===== config.mk =====
export PLATFORM = sky130hd
export DESIGN_NAME = spi_fifo_pipe
export DESIGN_NICKNAME = d
export VERILOG_FILES = /design/src/rtl/pipe_pkg.sv /design/src/rtl/pipe_rst_sync.sv /design/src/rtl/pipe_sync_edge.sv /design/src/rtl/pipe_status.sv /design/src/rtl/pipe_shifter.sv /design/src/rtl/spi_fifo_pipe.sv
export SDC_FILE = /design/constraint.sdc
export NUM_CORES = 1
export LEC_CHECK = 0
export BUFFER_PORTS_ARGS = -buffer_cell sky130_fd_sc_hd__clkbuf_2
export CELL_PAD_IN_SITES_DETAIL_PLACEMENT = 1
export CELL_PAD_IN_SITES_GLOBAL_PLACEMENT = 2
export CORE_MARGIN = 8
export CORE_UTILIZATION = 34
export CTS_CLUSTER_DIAMETER = 40
export DETAILED_ROUTE_END_ITERATION = 6
export PLACE_DENSITY = 0.84
export SLEW_MARGIN = 20
export SYNTH_ARGS = -nofsm -noshare
export SYNTH_HDL_FRONTEND = slang
export SYNTH_SLANG_ARGS = --single-unit

===== constraint.sdc =====
create_clock -name clk_i -period 1.5 [get_ports clk_i]
set_input_delay 0.3 -clock clk_i [delete_from_list [all_inputs] [get_ports clk_i]]
set_output_delay 0.3 -clock clk_i [all_outputs]
set_load 0.1 [all_outputs]

===== src/rtl/pipe_pkg.sv =====
package pipe_pkg;

  localparam int unsigned PIPE_DATA_W = 8;
  localparam int unsigned PIPE_CHK_W  = 4;
  localparam logic [PIPE_CHK_W-1:0] PIPE_CHK_INIT = 4'b0101;
  localparam int unsigned PIPE_SYNC_STAGES = 2;

  // low status flags, MSB first as they appear on the wire
  typedef struct packed {
    logic empty;
    logic ovf;
    logic valid;
  } pipe_flags_t;

  localparam int unsigned PIPE_FLAGS_W = $bits(pipe_flags_t);

endpackage


===== src/rtl/pipe_rst_sync.sv =====
module pipe_rst_sync #(
  parameter int unsigned STAGES = 2
) (
  input  logic clk_i,
  input  logic arst_ni,
  output logic rst_no
);

  logic [STAGES-1:0] chain_q;
  logic [STAGES-1:0] chain_d;

  always_comb begin
    chain_d = {chain_q[STAGES-2:0], 1'b1};
  end

  always_ff @(posedge clk_i or negedge arst_ni) begin
    if (!arst_ni) chain_q <= '0;
    else          chain_q <= chain_d;
  end

  assign rst_no = chain_q[STAGES-1];

endmodule


===== src/rtl/pipe_sync_edge.sv =====
module pipe_sync_edge #(
  parameter int unsigned STAGES    = 2,
  parameter logic        RESET_VAL = 1'b0
) (
  input  logic clk_i,
  input  logic rst_ni,
  input  logic async_i,
  output logic level_o,
  output logic rise_o,
  output logic fall_o
);

  // stages 0..STAGES-1 synchronize, the last bit is the delayed copy
  logic [STAGES:0] chain_q;
  logic [STAGES:0] chain_d;

  always_comb begin
    chain_d = {chain_q[STAGES-1:0], async_i};
  end

  always_ff @(posedge clk_i or negedge rst_ni) begin
    if (!rst_ni) chain_q <= {(STAGES+1){RESET_VAL}};
    else         chain_q <= chain_d;
  end

  assign level_o = chain_q[STAGES-1];
  assign rise_o  =  chain_q[STAGES-1] & ~chain_q[STAGES];
  assign fall_o  = ~chain_q[STAGES-1] &  chain_q[STAGES];

endmodule


===== src/rtl/pipe_status.sv =====
module pipe_status
  import pipe_pkg::*;
#(
  parameter int unsigned DATA_W = PIPE_DATA_W,
  parameter int unsigned CHK_W  = PIPE_CHK_W,
  parameter logic [CHK_W-1:0] CHK_INIT = PIPE_CHK_INIT
) (
  input  logic              clk_i,
  input  logic              rst_ni,
  input  logic              frame_start_i,
  input  logic              frame_end_i,
  input  logic              fifo_empty_i,
  input  logic              fifo_ovf_i,
  output logic [DATA_W-1:0] status_o,
  output logic [CHK_W-1:0]  chk_o,
  output logic              ovf_o
);

  localparam int unsigned PAD_W = DATA_W - CHK_W - PIPE_FLAGS_W;

  logic [CHK_W-1:0] chk_q, chk_d;
  logic             ovf_q, ovf_d;
  logic             chk_en;
  pipe_flags_t      flags;

  assign chk_en = frame_end_i;

  always_comb begin
    chk_d = chk_q;
    if (chk_en) chk_d = chk_q + 1'b1;
  end

  // a fresh pulse wins over the clear caused by reporting
  always_comb begin
    ovf_d = fifo_ovf_i | (ovf_q & ~frame_start_i);
  end

  always_ff @(posedge clk_i or negedge rst_ni) begin
    if (!rst_ni) begin
      chk_q <= CHK_INIT;
      ovf_q <= 1'b0;
    end else begin
      chk_q <= chk_d;
      ovf_q <= ovf_d;
    end
  end

  always_comb begin
    flags.empty = fifo_empty_i;
    flags.ovf   = ovf_q;
    flags.valid = ~fifo_empty_i;
  end

  generate
    if (PAD_W > 0) begin : g_pad
      assign status_o = {chk_q, flags, {PAD_W{1'b0}}};
    end else begin : g_nopad
      assign status_o = {chk_q, flags};
    end
  endgenerate

  assign chk_o = chk_q;
  assign ovf_o = ovf_q;

endmodule


===== src/rtl/pipe_shifter.sv =====
module pipe_shifter
  import pipe_pkg::*;
#(
  parameter int unsigned DATA_W = PIPE_DATA_W
) (
  input  logic              clk_i,
  input  logic              rst_ni,
  input  logic              frame_start_i,
  input  logic              frame_end_i,
  input  logic              sck_rise_i,
  input  logic [DATA_W-1:0] status_i,
  input  logic              fifo_empty_i,
  input  logic [DATA_W-1:0] fifo_rdata_i,
  output logic              fifo_pop_o,
  output logic              miso_o,
  output logic              active_o
);

  localparam int unsigned CNT_W = (DATA_W > 1) ? $clog2(DATA_W) : 1;
  localparam logic [CNT_W-1:0] LAST_BIT = CNT_W'(DATA_W - 1);

  logic [DATA_W-1:0] shreg_q, shreg_d;
  logic [CNT_W-1:0]  bitcnt_q, bitcnt_d;
  logic              lead_q, lead_d;
  logic              active_q, active_d;
  logic              pop;
  logic              step_en;

  assign step_en = active_q & sck_rise_i;

  always_comb begin
    shreg_d  = shreg_q;
    bitcnt_d = bitcnt_q;
    lead_d   = lead_q;
    active_d = active_q;
    pop      = 1'b0;
    if (frame_end_i) begin
      active_d = 1'b0;
      lead_d   = 1'b0;
      shreg_d  = '0;
      bitcnt_d = '0;
    end else if (frame_start_i) begin
      active_d = 1'b1;
      lead_d   = 1'b1;
      shreg_d  = status_i;
      bitcnt_d = '0;
    end else if (step_en) begin
      if (lead_q) begin
        // first rising edge: MSB already presented, master samples it on fall
        lead_d = 1'b0;
      end else if (bitcnt_q == LAST_BIT) begin
        bitcnt_d = '0;
        if (!fifo_empty_i) begin
          shreg_d = fifo_rdata_i;
          pop     = 1'b1;
        end else begin
          shreg_d = '0;
        end
      end else begin
        shreg_d  = {shreg_q[DATA_W-2:0], 1'b0};
        bitcnt_d = bitcnt_q + 1'b1;
      end
    end
  end

  always_ff @(posedge clk_i or negedge rst_ni) begin
    if (!rst_ni) begin
      shreg_q  <= '0;
      bitcnt_q <= '0;
      lead_q   <= 1'b0;
      active_q <= 1'b0;
    end else begin
      shreg_q  <= shreg_d;
      bitcnt_q <= bitcnt_d;
      lead_q   <= lead_d;
      active_q <= active_d;
    end
  end

  assign fifo_pop_o = pop;
  assign miso_o     = active_q & shreg_q[DATA_W-1];
  assign active_o   = active_q;

endmodule


===== src/rtl/spi_fifo_pipe.sv =====
module spi_fifo_pipe
  import pipe_pkg::*;
#(
  parameter int unsigned DATA_W      = PIPE_DATA_W,
  parameter int unsigned CHK_W       = PIPE_CHK_W,
  parameter logic [CHK_W-1:0] CHK_INIT = PIPE_CHK_INIT,
  parameter int unsigned SYNC_STAGES = PIPE_SYNC_STAGES
) (
  input  logic              clk_i,
  input  logic              rst_ni,
  input  logic              spi_sck_i,
  input  logic              spi_csn_i,
  output logic              spi_miso_o,
  input  logic              fifo_empty_i,
  input  logic              fifo_ovf_i,
  input  logic [DATA_W-1:0] fifo_rdata_i,
  output logic              fifo_pop_o
);

  logic              rst_n_sync;
  logic              sck_level, sck_rise, sck_fall;
  logic              csn_level, csn_rise, csn_fall;
  logic              frame_start_w, frame_end_w;
  logic [DATA_W-1:0] status_w;
  logic [CHK_W-1:0]  chk_w;
  logic              ovf_w;
  logic              active_w;

  pipe_rst_sync #(.STAGES(SYNC_STAGES)) u_rst (
    .clk_i   (clk_i),
    .arst_ni (rst_ni),
    .rst_no  (rst_n_sync)
  );

  pipe_sync_edge #(.STAGES(SYNC_STAGES), .RESET_VAL(1'b0)) u_sck (
    .clk_i   (clk_i),
    .rst_ni  (rst_n_sync),
    .async_i (spi_sck_i),
    .level_o (sck_level),
    .rise_o  (sck_rise),
    .fall_o  (sck_fall)
  );

  pipe_sync_edge #(.STAGES(SYNC_STAGES), .RESET_VAL(1'b1)) u_csn (
    .clk_i   (clk_i),
    .rst_ni  (rst_n_sync),
    .async_i (spi_csn_i),
    .level_o (csn_level),
    .rise_o  (csn_rise),
    .fall_o  (csn_fall)
  );

  // rising SCK counts only while select is seen low
  logic sck_rise_q;
  assign sck_rise_q    = sck_rise & ~csn_level & ~sck_fall;
  assign frame_start_w = csn_fall;
  assign frame_end_w   = csn_rise;

  pipe_status #(.DATA_W(DATA_W), .CHK_W(CHK_W), .CHK_INIT(CHK_INIT)) u_status (
    .clk_i         (clk_i),
    .rst_ni        (rst_n_sync),
    .frame_start_i (frame_start_w),
    .frame_end_i   (frame_end_w),
    .fifo_empty_i  (fifo_empty_i),
    .fifo_ovf_i    (fifo_ovf_i),
    .status_o      (status_w),
    .chk_o         (chk_w),
    .ovf_o         (ovf_w)
  );

  pipe_shifter #(.DATA_W(DATA_W)) u_shift (
    .clk_i         (clk_i),
    .rst_ni        (rst_n_sync),
    .frame_start_i (frame_start_w),
    .frame_end_i   (frame_end_w),
    .sck_rise_i    (sck_rise_q),
    .status_i      (status_w),
    .fifo_empty_i  (fifo_empty_i),
    .fifo_rdata_i  (fifo_rdata_i),
    .fifo_pop_o    (fifo_pop_o),
    .miso_o        (spi_miso_o),
    .active_o      (active_w)
  );

  logic unused_level;
  assign unused_level = sck_level;

endmodule


# Word-level counts from Yosys, hierarchy flattened

Cells that the tools add are included.

Input port bits: 14
Flip-flop bits (word level): 26
Output and inout port bits: 2
Word-level logic and storage cells: 55

Equality and inequality tests: 2
Bitwise logic cells: 17
Add/subtract/negate cells: 2
Reduce and logical (&&, ||, !) cells: 3
Mux-type cells: 22

Operator list:

| operator                                    | count |
|---|---|
| 2-to-1 mux 8 bit                            | 6 |
| 2-to-1 mux 3 bit                            | 5 |
| 2-to-1 mux 1 bit                            | 11 |
| AND 1 bit                                   | 9 |
| inverter 1 bit                              | 7 |
| adder 4 x 1 -> 4 bit, second input constant | 1 |
| adder 3 x 1 -> 3 bit, second input constant | 1 |
| == test 3 bit, second input constant        | 1 |
| != test 3 bit, second input constant        | 1 |
| nonzero test 3 bit                          | 1 |
| AND reduction 2 bit                         | 1 |
| nonzero test 2 bit                          | 1 |
| bitwise OR 1 bit                            | 1 |

# Longest topological paths before layout

Gate-level depths: netlist of run 1.

Depth after elaboration: 8
Gate-level depth with buffers: 6

# By module

A second synthesis of run 1 with hierarchy kept.

Cell total of the unflattened synthesis: 125
Area total of the unflattened synthesis: 1283.7 um^2

By module, submodules not included:

| module                  | cells each | instances | sequential area each (um^2) | area each (um^2) |
|---|---|---|---|---|
| pipe_shifter            | 88         | 1         | 325.3                       | 774.5 |
| pipe_status             | 23         | 1         | 127.6                       | 259.0 |
| pipe_sync_edge at u_csn | 5          | 1         | 78.8                        | 93.8 |
| pipe_sync_edge at u_sck | 5          | 1         | 75.1                        | 90.1 |
| pipe_rst_sync           | 3          | 1         | 50.0                        | 53.8 |
| spi_fifo_pipe           | 1          | 1         | 0.0                         | 12.5 |

# Least setup slack after synthesis of run 1

No wires, ideal clock.

Path kind: register to output
From: reg u_csn.chain_q[1]
To: out fifo_pop_o
Arrival time: 3.153 ns
Setup slack: -1.953 ns
Path buffers: 1
Cell stages (with the launch flop): 7
Required time: 1.200 ns
Path through: dfstp_2 -> inv_1 -> ha_1 -> buf_2 -> nor2_1 -> nand2_1 -> nor3_1

Longest elaborated chain between the ends: 7

RTL lines:

| item                     | RTL line                                  | source |
|---|---|---|
| start: declaration       | pipe_sync_edge.sv:14                      | `logic [STAGES:0] chain_q;` |
| start signal: assignment | pipe_sync_edge.sv:22                      | `if (!rst_ni) chain_q <= {(STAGES+1){RESET_VAL}};` |
| start signal: assignment | pipe_sync_edge.sv:23                      | `else chain_q <= chain_d;` |
| inverter 1 bit           | pipe_sync_edge.sv:28, spi_fifo_pipe.sv:55 |  |
| AND 1 bit (2 in a row)   | spi_fifo_pipe.sv:55                       | `assign sck_rise_q = sck_rise & ~csn_level & ~sck_fall;` |
| AND 1 bit                | pipe_shifter.sv:29                        | `assign step_en = active_q & sck_rise_i;` |
| 2-to-1 mux 1 bit         | pipe_shifter.sv:47                        | `end else if (step_en) begin` |
| 2-to-1 mux 1 bit         | pipe_shifter.sv:42                        | `end else if (frame_start_i) begin` |
| 2-to-1 mux 1 bit *       | pipe_shifter.sv:37                        | `if (frame_end_i) begin` |
| end: declaration         | spi_fifo_pipe.sv:17                       | `output logic fifo_pop_o` |

Every way passes the cells marked *; elsewhere a longest branch is shown, timed or not.

# Final worst setup path of run 1

From: reg u_csn.chain_q[2]
To: reg u_shift.shreg_q[3]

Longest elaborated chain between the ends: 4

RTL lines:

| item                                                                 | RTL line             | source |
|---|---|---|
| inverter 1 bit                                                       | pipe_sync_edge.sv:27 | `assign rise_o = chain_q[STAGES-1] & ~chain_q[STAGES];` |
| AND 1 bit                                                            | pipe_sync_edge.sv:27 |  |
| != test 3 bit (no source line) or nonzero test 3 bit (tied branches) | -                    |  |
| AND reduction 2 bit (no source line)                                 | -                    |  |
| end signal: assignment                                               | pipe_shifter.sv:73   | `shreg_q <= shreg_d;` |
| end: declaration                                                     | pipe_shifter.sv:22   | `logic [DATA_W-1:0] shreg_q, shreg_d;` |

Parallel ways exist; a longest one is shown, timed or not.
A chain may end at the register's enable or synchronous reset.

==> qor.yml, run 1 <==
hold_violations: 0
yosysWarningCount: 0
status: "complete, but fails checks"
vias: 959
fin_crit_sh_pct: 128.3
crit_type: "reg -> reg"
syn_to_final_growth_pct: 57.92
path_clk_slew_ns: 0.09
fp-row-count: 22
track_usage_pct: 12.17
yosysSeqAreaShare_pct: 52.61
final_antenna_net_count: 0
netlist_area_sq_um: 1249
overflow: 0
fin_skew_ns: 0.003222
cts_max_level: 1
drt_iter0_markers: 13
initial_core_util_pct: 34.63
peakVddDrop_mv: 0.8165
final_area_sq_um: 1972
start_kind: "flip-flop"
hp-class: "in -> reg"
synthCells: 100
grt_max_degree: 25
layout_setup_ws_ns: -0.4240
regToRegSetupSlack_ns: -0.42
drv_slew: 0
drc: 0
avgSynthCellArea_sq_um: 12.49
place_hpwl_mm: 2.007
fin_crit_ns: 1.924
final_nets: 166
gr-usage-met3_pct: 1.887
seq_area_sq_um: 656.9
routed_wl_mm: 3.693
ys_ff_latch: 26
antenna_cells: 0
grt_busiest_layer: "met2"
rr_startpoint: "u_csn.chain_q[2]"
drive_gt1_share_pct: 61.64
crit_path_end_kind: "flip-flop"
violations: "setup timing"
first_pass_iters: 4
design.core.area_sq_um: 3606
multiInputGateArea_sq_um: 754.5
use_met2_pct: 21.42
final_core_util_pct: 54.68
hold_depth: 1
die_w_microns: 76.60
die_h_microns: 76.60
die_area_sq_um: 5868
cp_data_required_time_ns: 1.72
grtUsageMet1_pct: 14.61
clockRootBuffer: "clkbuf_8"
placed_area_sq_um: 1565
hold_path_end: "u_csn.chain_q[0]"
hold_start: "spi_csn_i"
setup_viol: 15
leakage_uw: 0.0008627
detail_route.wl_per_cell_microns: 19.04
pwr_density_cell_nw_per_um2: 1244
cts_sinks: 26
maxCapViolations: 0
viasPerCell: 4.943
io_pins: 16
cts_buffer_depth: 2
antenna_found_initial: 0
cts_tree: "done"
synth_nets: 119
grt_pass1_wl_mm: 5.699
numCtsBuffers: 3
clk_latency_ns: 0.27
r2r_cells: 9
fill_cells: 363
fmax_mhz: 519.8
rsz0062_at_grt: "yes"
r2r_end: "u_shift.shreg_q[3]"
grt_pass1_vias: 1093
cp_max_fo: 6
numPortBuffers: 15
yosysUniqueCellTypes: 33
arrival_ns: 2.14
gp_congestion: 0.7124
logic make-up after synthesis:
logic type	after synthesis	synth area share, %
muxes	12	10.72
DFF	26	52.61
buffers and inverters	8	3.507
adders and majority gates	5	5.010
AOI/OAI and AO/OA	13	8.016
and+or+nand+nor	32	17.74
other	1	0.3003
xor gates and xnor gates	3	2.105
flip-flops by register name (all words and copies together), names as in the netlist:
register	cells
u_rst.chain_q	2
u_shift.active_o	1
u_shift.bitcnt_q	3
u_shift.lead_q	1
u_csn.chain_q	3
u_status.ovf_o	1
u_status.chk_o	4
u_sck.chain_q	3
u_shift.shreg_q	8
cells in the mapped netlist:
master	count	area [sq um]
o21ai_0	1	5.000
conb_1	1	3.750
a31o_2	1	8.760
mux2_2	10	112.6
xor2_1	1	8.760
or4b_1	1	10.01
nor4_1	1	6.260
nor3_1	1	5.000
a311oi_1	6	52.55
a21o_1	1	7.510
nand4bb_4	1	27.53
buf_4	1	7.510
nand2_1	4	15.01
mux2_1	1	11.26
buf_6	1	11.26
mux2i_1	1	10.01
a21oi_1	2	10.01
dfstp_2	5	131.4
buf_2	2	10.01
and2_1	1	6.260
nor2b_1	7	43.79
ha_1	5	62.56
o21ai_2	1	8.760
nand2b_1	6	37.54
dfrtp_1	21	525.5
inv_1	4	15.01
nand3b_1	6	45.04
xnor2_1	2	17.52
o31ai_1	1	7.510
nor4b_1	1	8.760
nand4_1	1	6.260
nor2_1	1	3.750
and3_1	1	6.260
worst max path at each step:
stage | startpoint | cells past startpoint | slack [ns] | end
global route | u_shift.bitcnt_q[1] | 6 | -0.50 | fifo_pop_o
detailed placement | u_shift.bitcnt_q[0] | 6 | -0.19 | u_shift.shreg_q[7]
floorplan | u_csn.chain_q[1] | 6 | -0.59 | fifo_pop_o
global placement | u_shift.bitcnt_q[0] | 6 | -0.18 | u_shift.shreg_q[7]
finish | u_csn.chain_q[2] | 9 | -0.42 | u_shift.shreg_q[3]
CTS | u_csn.chain_q[1] | 6 | -0.39 | fifo_pop_o
timing repair:
| action | in CTS | in global routing |
|---|---|---|
| endpoints found under the hold margin | 2 | 0 |
| hold buffers | 1 | 0 |
| gates resized for setup | 25 | 17 |
| endpoints found under the setup margin | 12 | 16 |
| cloned | 1 | 0 |
| setup buffers | 3 | 13 |
| pin swaps | 11 | 5 |
layout make-up:
cell class              count  area share (%)
clock buffers               3           2.094
inverters                   4          0.9518
flip-flops and latches     26           33.31
multi-input cells          66           38.26
well taps                  48           3.046
clock inverters             1           1.523
repair buffers             46           20.81
where the power goes:
| group | switching (uW) | leakage, uW | total (uW) | internal [uW] |
|---|---|---|---|---|
| clock | 227 | 0.0000357 | 584 | 357 |
| combinational | 352 | 0.000515 | 836 | 484 |
| sequential | 146 | 0.000312 | 1030 | 886 |
| total | 726 | 0.000863 | 2450 | 1730 |
critical path, stage by stage, from the launching register on:
cell and delay [ns]:
dfstp_2 0.55, buf_4 0.12, ha_4 0.13, buf_4 0.10
buf_6 0.10, buf_12 0.11, clkinvlp_4 0.17, buf_4 0.19
a311oi_2 0.22, mux2_4 0.19
metal layers:
layer	vias to the layer above	routed length (microns)
met5	-	0
met4	0	40
met3	5	75
met2	13	1938
met1	494	1639
li1	447	-
per-stage QoR:
| step | setup WS (ns) | cells | hold slack (ns) | total power, uW | setup TNS (ns) |
|---|---|---|---|---|---|
| 4_1_cts | -0.3863 | 183 | 0.08876 | 2348 | -2.313 |
| 3_5_place_dp | -0.1893 | 174 | 0.08945 | 1588 | -1.329 |
| 5_1_grt | -0.4995 | 194 | 0.07966 | 2584 | -5.084 |
| 6_report | -0.4240 | 194 | 0.09631 | 2453 | -4.149 |
| 3_3_place_gp | -0.1849 | 174 | 0.08448 | 1542 | -0.9801 |
| 2_1_floorplan | -0.5948 | 100 | 0.004409 | 1377 | -0.6471 |
placed cells by master, fill, tap and decap left out, types with 2 or more instances in the layout:
cell	n
dfrtp_1	21
buf_4	18
clkbuf_2	13
buf_6	10
mux2_4	9
nand3b_1	6
nand2b_1	6
nor2b_1	6
a311oi_2	6
dfstp_2	5
nand2_1	3
ha_4	3
clkbuf_8	3
buf_12	3
inv_1	2
a21oi_1	2
mux2_2	2
No activity file was read; power rests on OpenSTA's default activity.
==> run 2: changes to the inputs <==
--- a/config.mk
+++ b/config.mk
@@ -9,11 +9,12 @@
 export CELL_PAD_IN_SITES_DETAIL_PLACEMENT = 1
 export CELL_PAD_IN_SITES_GLOBAL_PLACEMENT = 2
 export CORE_MARGIN = 8
-export CORE_UTILIZATION = 34
+export CORE_UTILIZATION = 32
 export CTS_CLUSTER_DIAMETER = 40
 export DETAILED_ROUTE_END_ITERATION = 6
 export PLACE_DENSITY = 0.84
 export SLEW_MARGIN = 20
 export SYNTH_ARGS = -nofsm -noshare
 export SYNTH_HDL_FRONTEND = slang
+export SYNTH_HIERARCHICAL = 1
 export SYNTH_SLANG_ARGS = --single-unit
==> constraint.sdc (replaced) <==
create_clock -name clk_i -period 1.7 [get_ports clk_i]
set_input_delay 0.34 -clock clk_i [delete_from_list [all_inputs] [get_ports clk_i]]
set_output_delay 0.34 -clock clk_i [all_outputs]
set_load 0.1 [all_outputs]
==> run 2 against run 1 <==
  * The flow still finishes with violations (setup timing)
  * Clock skew grew 0.0066 ns
  * Clock power shrank 39%
  * Critical path depth shrank 4
  * Global-route usage shrank 1.4 points
  * Highest routed layer unchanged
  * Die area grew 7.3%
  * Largest power group unchanged
==> qor.yml, run 2 <==
status: "complete, but fails checks"
violations: "setup timing"
drive_gt1_share_pct: 34.44  # -27 points
synth_top_cell_area_share_pct: 40.94  # -1.1 points
avgSynthCellArea_sq_um: 10.27  # -18%
path_cells: "nor2b_1 -> buf_4 -> nor4b_4 -> and2_4 -> buf_12"
ys.flop_type: "dfrtp_1"
cts_sinks: 26  # unchanged
rsz0062_at_grt: "yes"
place_hpwl_mm: 2.245  # +12%
synth_largest_area_cell: "dfrtp_1"
crit_path_end_kind: "output pin"
start_kind: "flip-flop"
synthArstFlopShare_pct: 100.0  # unchanged
cpPeakStageDelay_ns: 0.54  # about the same
top_layer: "met4"
synth_nets: 142  # +19%
path_clk_slew_ns: 0.09  # about the same
yosysUniqueCellTypes: 30  # -9.1%
antenna_found_initial: 0  # unchanged
final_area_sq_um: 1588  # -19%
pwr_density_cell_nw_per_um2: 960.3  # -23%
path_buf_inv: 2  # -4
wl_met1_mm: 1.324  # -19%
fin_skew_ns: 0.009795  # +0.006573 ns
drt_iter0_markers: 37  # +24
grt_max_degree: 25  # unchanged
crit_type: "reg -> out"
viasPerCell: 4.866  # -1.6%
design.core.area_sq_um: 3943  # +9.3%
vias: 978  # +2.0%
fin_crit_ns: 2.014
synth_area_leaders: "dfrtp_1, dfstp_2, nand2_1"
cp_max_fo: 3  # -3
detail_route.wl_per_cell_microns: 15.33  # -19%
antenna_cells: 0  # unchanged
maxCapViolations: 0  # unchanged
peakVddDrop_mv: 0.5053  # -38%
placed_area_sq_um: 1478  # -5.6%
fin_crit_sh_pct: 118.4
hold_violations: 0  # unchanged
arrival_ns: 1.67  # -0.47 ns
numCtsBuffers: 3  # unchanged
grt_pass1_wl_mm: 5.299  # -7.0%
die_area_sq_um: 6294  # +7.3%
yosysSeqAreaShare_pct: 51.17  # -1.4 points
top_register: "u_shift/shreg_q"
yosysMostFrequentCell: "nand2_1"
first_pass_iters: 4  # unchanged
track_usage_pct: 10.74  # -1.4 points
clockRootBuffer: "clkbuf_8"
drc: 0  # unchanged
yosysWarningCount: 6  # +6
cp_data_required_time_ns: 1.36  # -0.36 ns
cpMaxStageDelayCell: "dfstp_2"
overflow: 0  # unchanged
fmax_mhz: 496.6
io_pins: 16  # unchanged
ys_ff_latch: 26  # unchanged
crit_family: "flip-flops"
layout_commonest_cell: "nand2_1"
fp-row-count: 23  # +4.5%
leakage_uw: 0.0007327  # -15%
drv_slew: 0  # unchanged
initial_core_util_pct: 32.56  # -2.1 points
die_h_microns: 79.34  # +3.6%
layout_setup_ws_ns: -0.3135  # +0.1105 ns
grt_pass1_vias: 1119  # +2.4%
pre_cts_slack_ns: -0.07655  # +0.1127 ns
fill_cells: 437  # +20%
die_w_microns: 79.34  # +3.6%
synthCells: 125  # +25%
largest_reg_flops: 8  # unchanged
final_antenna_net_count: 0  # unchanged
synth_edf_count: 0  # unchanged
met3_wirelength_microns: 112  # +49%
syn_to_final_growth_pct: 23.68
setup_viol: 8  # -7
cts_max_level: 1  # unchanged
clk_latency_ns: 0.27  # about the same
layout_common_cells: "nand2_1, dfrtp_1, buf_4"
gp_congestion: 0.7861  # +10%
final_nets: 169  # +1.8%
met2_length_mm: 1.586  # -18%
cts_tree: "done"
cts_buffer_depth: 2  # unchanged
routed_wl_mm: 3.082  # -17%
fin_tns_setup_ns: -1.919  # +2.230 ns
netlist_area_sq_um: 1284  # +2.8%
numPortBuffers: 15  # unchanged
hp-class: "in -> reg"
hold_slack_ns: 0.1479  # +0.05163 ns
synth_common_cells: "nand2_1, dfrtp_1, a21o_1, a31oi_1, nor3_1"
[run 2: final cells by class]
cell class                 count  area [sq um]  area share, %
sequential                    26         656.9          41.37
clock buffer                   4         45.04          2.837
inverter                       2         7.507         0.4728
tap                           50         62.56          3.940
timing repair buffer          35         260.3          16.39
multi-input combinational     84         555.5          34.99
[run 2: cells by family after synthesis]
family                   count (synthesis)  synth area share, %
AND/OR/NAND/NOR                         55                25.15
adder cells (fa/ha/maj)                  3                2.924
buffers and inverters                   15                7.114
AO/OA/AOI/OAI                           20                10.14
multiplexers                             1               0.8771
flip-flops                              26                51.17
XOR/XNOR                                 3                2.047
other                                    2               0.5850
[run 2: worst paths after layout]
kind / depth (start not counted) / start / slack [ns] / end
max: 5 / u_csn/chain_q[2] / -0.31 / fifo_pop_o
min: 1 / spi_csn_i / 0.15 / u_csn/chain_q[0]
max reg2reg: 7 / u_csn/chain_q[1] / -0.30 / u_shift/shreg_q[7]
min reg2reg: 1 / u_rst/chain_q[1] / 0.22 / u_shift/shreg_q[5]
max in group asynchronous: 1 / u_rst/chain_q[1] / 1.18 / u_status/chk_o[2]
min in group asynchronous: 1 / u_rst/chain_q[1] / 0.22 / u_shift/shreg_q[5]
[run 2: metrics by stage]
step | utilization (%) | cells | power, uW
6_report | 40.27 | 201 | 1525
5_1_grt | 40.27 | 201 | 1623
3_5_place_dp | 37.48 | 193 | 1160
3_3_place_gp | 37.48 | 193 | 1130
2_1_floorplan | - | 125 | 1118
4_1_cts | 39.13 | 199 | 1524
[run 2: routing by layer]
layer / vias to the layer above / track usage [%]
met1: 490 / 12.75
li1: 466 / -
met3: 5 / 2.257
met2: 17 / 17.75
met5: - / 0
met4: 0 / 5.741
[run 2: worst reg2reg max path, delay by kind of cell, from the launching register on]
kind	cells	cell delay (ns)
simple gates	2	0.61
buf+inv	3	0.40
flops	1	0.54
compound gates	2	0.36
[run 2: report_power, final]
| group | internal, uW | leakage, uW | switching [uW] |
|---|---|---|---|
| clock network | 168 | 0.0000228 | 186 |
| registers | 745 | 0.000304 | 83.2 |
| logic | 180 | 0.000406 | 162 |
| total | 1090 | 0.000733 | 432 |
[run 2: what timing repair did]
item	in CTS	in global routing
endpoints found under the setup margin	8	9
pin swaps	7	17
hold buffers	1	0
cloned	0	1
setup buffers	1	1
gates resized for setup	1	9
hold endpoints to repair	2	0
